$ cat src/rtl/spi_fault_pkg.sv
package spi_fault_pkg;
  localparam int REG_W  = 8;
  localparam int BAUD_W = 3;

  typedef enum logic [1:0] {
    REG_CTRL = 2'd0,
    REG_STAT = 2'd1,
    REG_DATA = 2'd2,
    REG_RSVD = 2'd3
  } regSel_t;

  // strobes from control to datapath
  typedef struct packed {
    logic load;
    logic sample;
    logic shift;
    logic finish;
  } dpStrobe_t;
endpackage

$ cat src/rtl/spi_fault_dp.sv
module spi_fault_dp #(
  parameter int DATA_W = 8
) (
  input  logic                      clk,
  input  spi_fault_pkg::dpStrobe_t  strobe,
  input  logic                      busy,
  input  logic [DATA_W-1:0]         wdata,
  input  logic                      miso,
  output logic                      mosi,
  output logic [DATA_W-1:0]         rxData
);
  logic [DATA_W-1:0] shifter;
  logic              sampled;

  // data storage intentionally has no reset
  always_ff @(posedge clk) begin
    if (strobe.load)
      shifter <= wdata;
    else if (strobe.shift)
      shifter <= {shifter[DATA_W-2:0], sampled};
    if (strobe.sample)
      sampled <= miso;
    if (strobe.finish)
      rxData <= {shifter[DATA_W-2:0], sampled};
  end

  assign mosi = busy & shifter[DATA_W-1];
endmodule

$ cat src/rtl/spi_fault_ctrl.sv
module spi_fault_ctrl #(
  parameter int DATA_W      = 8,
  parameter int SYNC_STAGES = 2
) (
  input  logic                                clk,
  input  logic                                rstN,
  input  logic                                cpuSel,
  input  logic                                cpuWr,
  input  logic [1:0]                          cpuAddr,
  input  logic [spi_fault_pkg::REG_W-1:0]     cpuWdata,
  input  logic                                ssIn,
  output spi_fault_pkg::dpStrobe_t            strobe,
  output logic                                busy,
  output logic                                sckOut,
  output logic                                busOe,
  output logic                                ssOutN,
  output logic                                ssOutEn,
  output logic                                irq,
  output logic                                doneFlag,
  output logic                                wcolFlag,
  output logic                                modfFlag,
  output logic [spi_fault_pkg::REG_W-1:0]     ctrlByte,
  output logic [spi_fault_pkg::REG_W-1:0]     statByte
);
  import spi_fault_pkg::*;
  localparam int CNT_W = $clog2(DATA_W);
  localparam logic [CNT_W-1:0] LAST_BIT = CNT_W'(DATA_W - 1);

  logic               irqEn, spiEn, master, ssDir;
  logic [BAUD_W-1:0]  baud, divCnt;
  logic [CNT_W-1:0]   bitCnt;
  logic [SYNC_STAGES-1:0] ssSyncQ;
  logic               doneArm, wcolArm, modfArm;

  logic wrCtrl, rdStat, dataAcc, wrData;
  logic active, modfEvent, tick, lastBit;
  logic sampleS, shiftS, finishS, loadS, startS;
  logic doneClr, wcolClr, modfClr;

  // slave-select synchronizer
  always_ff @(posedge clk or negedge rstN) begin
    if (!rstN) ssSyncQ <= '1;
    else       ssSyncQ <= {ssSyncQ[SYNC_STAGES-2:0], ssIn};
  end

  always_comb begin
    wrCtrl    = cpuSel & cpuWr & (cpuAddr == REG_CTRL);
    rdStat    = cpuSel & ~cpuWr & (cpuAddr == REG_STAT);
    dataAcc   = cpuSel & (cpuAddr == REG_DATA);
    wrData    = dataAcc & cpuWr;
    active    = spiEn & master;
    modfEvent = active & ~ssDir & ~ssSyncQ[SYNC_STAGES-1];
    tick      = (divCnt == '0);
    lastBit   = (bitCnt == LAST_BIT);
    sampleS   = busy & tick & ~sckOut & ~modfEvent;
    shiftS    = busy & tick & sckOut & ~modfEvent;
    finishS   = shiftS & lastBit;
    loadS     = wrData & ~busy;
    startS    = loadS & active & ~modfEvent;
    doneClr   = doneArm & dataAcc;
    wcolClr   = wcolArm & dataAcc;
    modfClr   = modfArm & wrCtrl;
    strobe    = '{load: loadS, sample: sampleS, shift: shiftS, finish: finishS};
  end

  // control register
  always_ff @(posedge clk or negedge rstN) begin
    if (!rstN) begin
      irqEn  <= 1'b0;
      spiEn  <= 1'b0;
      master <= 1'b0;
      ssDir  <= 1'b0;
      baud   <= '0;
    end else begin
      if (wrCtrl) begin
        irqEn  <= cpuWdata[7];
        spiEn  <= cpuWdata[6];
        master <= cpuWdata[4];
        ssDir  <= cpuWdata[3];
        baud   <= cpuWdata[BAUD_W-1:0];
      end
      if (modfEvent) master <= 1'b0;
    end
  end

  // bit timing
  always_ff @(posedge clk or negedge rstN) begin
    if (!rstN) begin
      busy   <= 1'b0;
      sckOut <= 1'b0;
      divCnt <= '0;
      bitCnt <= '0;
    end else if (modfEvent) begin
      busy   <= 1'b0;
      sckOut <= 1'b0;
    end else if (startS) begin
      busy   <= 1'b1;
      sckOut <= 1'b0;
      divCnt <= baud;
      bitCnt <= '0;
    end else if (busy && tick) begin
      divCnt <= baud;
      sckOut <= ~sckOut;
      if (sckOut) begin
        bitCnt <= bitCnt + 1'b1;
        if (lastBit) busy <= 1'b0;
      end
    end else if (busy) begin
      divCnt <= divCnt - 1'b1;
    end
  end

  // flags and their arming bits
  always_ff @(posedge clk or negedge rstN) begin
    if (!rstN) begin
      doneFlag <= 1'b0; doneArm <= 1'b0;
      wcolFlag <= 1'b0; wcolArm <= 1'b0;
      modfFlag <= 1'b0; modfArm <= 1'b0;
    end else begin
      doneFlag <= finishS | (doneFlag & ~doneClr);
      if (doneClr || finishS)       doneArm <= 1'b0;
      else if (rdStat && doneFlag)  doneArm <= 1'b1;

      wcolFlag <= (wrData & busy) | (wcolFlag & ~wcolClr);
      if (wcolClr || (wrData && busy)) wcolArm <= 1'b0;
      else if (rdStat && wcolFlag)     wcolArm <= 1'b1;

      modfFlag <= modfEvent | (modfFlag & ~modfClr);
      if (modfClr || modfEvent)     modfArm <= 1'b0;
      else if (rdStat && modfFlag)  modfArm <= 1'b1;
    end
  end

  always_comb begin
    busOe    = spiEn & master;
    ssOutEn  = spiEn & ssDir;
    ssOutN   = ~(ssDir & busy);
    irq      = irqEn & (doneFlag | modfFlag);
    ctrlByte = {irqEn, spiEn, 1'b0, master, ssDir, baud};
    statByte = {doneFlag, wcolFlag, 1'b0, modfFlag, 3'b000, busy};
  end
endmodule

$ cat src/rtl/spi_fault_top.sv
module spi_fault_top #(
  parameter int SYNC_STAGES = 2
) (
  input  logic       clk,
  input  logic       rstN,
  input  logic       cpuSel,
  input  logic       cpuWr,
  input  logic [1:0] cpuAddr,
  input  logic [7:0] cpuWdata,
  output logic [7:0] cpuRdata,
  output logic       irq,
  output logic       sck,
  output logic       mosi,
  input  logic       miso,
  output logic       busOe,
  input  logic       ssIn,
  output logic       ssOutN,
  output logic       ssOutEn
);
  import spi_fault_pkg::*;
  localparam int DATA_W = REG_W;

  dpStrobe_t         strobe;
  logic              busy, doneFlag, wcolFlag, modfFlag;
  logic [REG_W-1:0]  ctrlByte, statByte;
  logic [DATA_W-1:0] rxData;

  spi_fault_ctrl #(.DATA_W(DATA_W), .SYNC_STAGES(SYNC_STAGES)) i_ctrl (
    .clk(clk), .rstN(rstN), .cpuSel(cpuSel), .cpuWr(cpuWr), .cpuAddr(cpuAddr),
    .cpuWdata(cpuWdata), .ssIn(ssIn), .strobe(strobe), .busy(busy),
    .sckOut(sck), .busOe(busOe), .ssOutN(ssOutN), .ssOutEn(ssOutEn), .irq(irq),
    .doneFlag(doneFlag), .wcolFlag(wcolFlag), .modfFlag(modfFlag),
    .ctrlByte(ctrlByte), .statByte(statByte)
  );

  spi_fault_dp #(.DATA_W(DATA_W)) i_dp (
    .clk(clk), .strobe(strobe), .busy(busy), .wdata(cpuWdata),
    .miso(miso), .mosi(mosi), .rxData(rxData)
  );

  always_comb begin
    case (cpuAddr)
      REG_CTRL: cpuRdata = ctrlByte;
      REG_STAT: cpuRdata = statByte;
      REG_DATA: cpuRdata = rxData;
      default:  cpuRdata = '0;
    endcase
  end
endmodule

$ cat config.mk
export PLATFORM = sky130hd
export DESIGN_NAME = spi_fault_top
export DESIGN_NICKNAME = d
export VERILOG_FILES = /design/src/rtl/spi_fault_pkg.sv /design/src/rtl/spi_fault_dp.sv /design/src/rtl/spi_fault_ctrl.sv /design/src/rtl/spi_fault_top.sv
export SDC_FILE = /design/constraint.sdc
export NUM_CORES = 1
export LEC_CHECK = 0
export BUFFER_PORTS_ARGS = -buffer_cell sky130_fd_sc_hd__buf_2
export CAP_MARGIN = 20
export CORE_ASPECT_RATIO = 1.2
export CORE_MARGIN = 5
export CORE_UTILIZATION = 52
export DETAILED_ROUTE_END_ITERATION = 10
export PLACE_DENSITY = 0.73
export SLEW_MARGIN = 20
export SYNTH_ARGS = -nofsm -noshare
export SYNTH_HDL_FRONTEND = slang
export SYNTH_HIERARCHICAL = 1
export SYNTH_SLANG_ARGS = --single-unit
$ cat constraint.sdc
create_clock -name clk -period 1.88 [get_ports clk]
set_input_delay 0.282 -clock clk [delete_from_list [all_inputs] [get_ports clk]]
set_output_delay 0.282 -clock clk [all_outputs]
set_load 0.02 [all_outputs]
==> results.sh <==
export IMPL_clk_latency_ns=0.29
export IMPL_hpwl_um=3390
export IMPL_p_leak_nw=1.07
export IMPL_drt_vias_per_instance=5.46
export IMPL_grt_use_total_pct=16.8
export IMPL_synth_ff_type="dfrtp_1"
export IMPL_synth_edf_count=17
export IMPL_p_per_area_nw_per_um2=964
export IMPL_yosysSeqAreaShare_pct=49.8
export IMPL_cp_end_kind="flip-flop"
export IMPL_die_y_um=81
export IMPL_stdcell_area_um2=2380
export IMPL_pwr_share_clk_pct=24.1
export IMPL_placed_area_um2=2280
export IMPL_finalSetupViolCount=0
export IMPL_htreeDepth=2
export IMPL_final_cells=255
export IMPL_hold_violations=0
export IMPL_ir_drop_uv=562
export IMPL_numCtsBuffers=5
export IMPL_drc_errors=0
export IMPL_cts_sinks=40
export IMPL_p_sw_mw=0.741
export IMPL_worst_setup_path_type="flip-flop to flip-flop"
export IMPL_cts_setup_buffers=0
export IMPL_swShare_pct=32.3
export IMPL_vias=1393
export IMPL_clock_skew_final_ns=0.00597
export IMPL_status="complete, no violations"
export IMPL_cts_path_max_buffers=2
export IMPL_die_x_um=69.2
export IMPL_synth_xor_area_share_pct=0.802
export IMPL_synth_top_family_by_area="simple AND/OR/NAND/NOR gates"
export IMPL_finalPower_mw=2.30
export IMPL_rr_worst_depth=6
export IMPL_drt_initial_drc_count=53
export IMPL_synth_cell_types=47
export IMPL_die_area_um2=5600
export IMPL_grt_max_degree=24
export IMPL_crit_end="i_dp/rxData[5]$_DFFE_PP_"
export IMPL_worstSetupStartpoint="i_ctrl/divCnt[0]$_DFFE_PN0P_"
export IMPL_rr_startpoint="i_ctrl/divCnt[0]$_DFFE_PN0P_"
export IMPL_fmax_mhz=596
export IMPL_period_needed_ns=1.68
export IMPL_relSlewSlack_pct=65.0
export IMPL_worstPathArrival_ns=1.67
export IMPL_wl_per_cell_um=17.1
export IMPL_yosys_area_share_simple_pct=14.3
export IMPL_maxSlewViolCount=0
export IMPL_synth_area_um2=2180
export IMPL_antennaDiodeCount=0
export IMPL_place_gp_congestion=0.804
export IMPL_postSynthAreaPerCell_um2=12.6
export IMPL_clk_pin_slew_ns=0.08
export IMPL_antenna_found_initial=0
export IMPL_intPower_mw=1.56
export IMPL_core_um2=4000
export IMPL_combPwrFrac_pct=25.1
export IMPL_muxShareOfSynthArea_pct=12.2
export IMPL_ant_nets=0
export IMPL_grt_pass1_wl_um=7200
export IMPL_synth_seq_cells=40
export IMPL_crit_fanout=10
export IMPL_dp_cells=246
export IMPL_async_reset_ff_share_pct=57.5
export IMPL_io_pins=30
export IMPL_rsz0062_at_grt="no"
export IMPL_worstSetupStartpointType="flip-flop"
export IMPL_rows=25
export IMPL_drt_total_wl_um=4350
export IMPL_tightest_slew_ns=0.526
export IMPL_nNetsFinal=220
export IMPL_crit_required_ns=1.87
export IMPL_drive_above_1_share_pct=37.8
export IMPL_grt_pass1_vias=1540
export IMPL_reg2reg_to="i_dp/rxData[5]$_DFFE_PP_"
export IMPL_fin_crit_sh_pct=89.2
export IMPL_syn2layout_area_growth_pct=9.11
export IMPL_yosysWarnings=6
export IMPL_drv_cap=0
export IMPL_synth_adder_area_share_pct=2.29
export IMPL_holdWs_ns=0.0837
export IMPL_cts_tree="built"
export IMPL_pwr_share_seq_pct=50.8
export IMPL_dr_pass1_iters=3
export IMPL_synth_compound_area_share_pct=10.5
export IMPL_grt_ovfl_total=0
export IMPL_cts_root_buf="clkbuf_8"
export IMPL_io_buffers=29
export IMPL_netlist_instances=174
export IMPL_start_util_pct=54.6
export IMPL_hold_class="input pin to flip-flop"
export IMPL_rrSetupSlack_ns=0.20
export IMPL_fin_setup_tns_ns=0
-- power groups by stage --
| stage | sequential [mW] | combinational [mW] | clock (mW) |
|---|---|---|---|
| final | 1.17 | 0.578 | 0.554 |
| after global routing | 1.18 | 0.653 | 0.609 |
| after CTS | 1.17 | 0.585 | 0.574 |
| after detailed placement | 1.18 | 0.581 | 0 |
| after global placement | 1.17 | 0.556 | 0 |
| after floorplan | 1.16 | 0.449 | 0 |
-- worst min path at each step --
stage,from,endpoint,cells after the start
2_1_floorplan,rstN,i_ctrl/baud[0]$_DFFE_PN0P_,0
3_3_place_gp,rstN,i_ctrl/divCnt[1]$_DFFE_PN0P_,1
3_5_place_dp,rstN,i_ctrl/divCnt[1]$_DFFE_PN0P_,1
4_1_cts,ssIn,i_ctrl/ssSyncQ[0]$_DFF_PN1_,1
5_1_grt,ssIn,i_ctrl/ssSyncQ[0]$_DFF_PN1_,1
6_report,ssIn,i_ctrl/ssSyncQ[0]$_DFF_PN1_,1
-- registers in the layout, indices dropped and copies added, names as in the netlist, 2 cells and up --
register,flops
i_ctrl/baud,3
i_dp/rxData,8
i_ctrl/divCnt,3
i_dp/shifter,8
i_ctrl/ssSyncQ,2
i_ctrl/bitCnt,3
-- synth_stat cells, drive strengths merged, types with 2 or more instances --
library cell  count  share of area (%)
a31oi             2               0.57
nor2              8                1.4
and3b             2               0.86
dfstp             2                2.4
a21oi             5                1.1
o311ai            2               0.80
and2              3               0.97
ha                4                2.3
nor3              2               0.46
edfxtp           17                 23
xnor2             2               0.80
inv               7                1.2
a21o              2               0.74
buf              23                8.6
nand2            16                2.7
o2bb2ai           8                3.2
mux2i             9                4.1
dfrtp            21                 24
and4bb            2                1.1
mux2             13                8.1
nand3             4                1.1
nand3b            4                1.5
-- worst max-delay path: stages, from the launching register on --
cell and delay (ns):
dfrtp_1 0.40, inv_1 0.09, ha_1 0.18, and3b_1 0.24, nand3_2 0.12, inv_2 0.12
and2_4 0.24
-- cells in the final DEF, fill, tap and decap left out, drive strengths merged, types with 3 or more instances in the layout --
cell type  count
buf           37
mux2i          9
a21oi          5
o2bb2ai        8
conb           5
clkbuf         5
inv            7
clkinv         3
nand3          4
nor2           8
ha             4
and2           3
mux2          13
nand3b         4
dfrtp         21
edfxtp        17
nand2         16
-- logic make-up (layout without fill, tap and decap cells) --
group | count (synthesis) | in the layout
simple gates | 49 | 49
mux | 22 | 22
fa+ha+maj | 4 | 4
xor+xnor | 2 | 2
compound gates | 26 | 26
flops | 40 | 40
buf+inv | 30 | 53
other cells | 1 | 5
-- cell type report --
class | instances | area (µm²)
clock inverter | 3 | 18.8
fill | 343 | 1620
inverter | 7 | 26.3
sequential | 40 | 1090
tap | 54 | 67.6
clock buffer | 5 | 68.8
timing repair buffer | 38 | 215
multi-input combinational | 108 | 898
-- stage by stage --
stage / util [%] / worst slack [ns]
floorplan: - / 0.184
global placement: 57.0 / 0.169
detailed placement: 57.0 / 0.101
CTS: 59.5 / 0.0867
global route: 59.5 / 0.113
finish: 59.5 / 0.203
-- routing by layer --
metal | up-vias | global-route usage [%] | part of all wire [%]
met3 | 12 | 4.21 | 3.7
met2 | 29 | 30.4 | 51
met1 | 691 | 18.1 | 42
met4 | 0 | 9.38 | 3.2
li1 | 661 | - | -
met5 | - | 0 | 0
-- repair_timing --
action	in CTS	in global routing
hold buffers	1	0
hold endpoints to repair	21	0
endpoints found under the setup margin	0	8
resized for setup	0	1
Note: power is estimated with default switching activity, not from simulation.
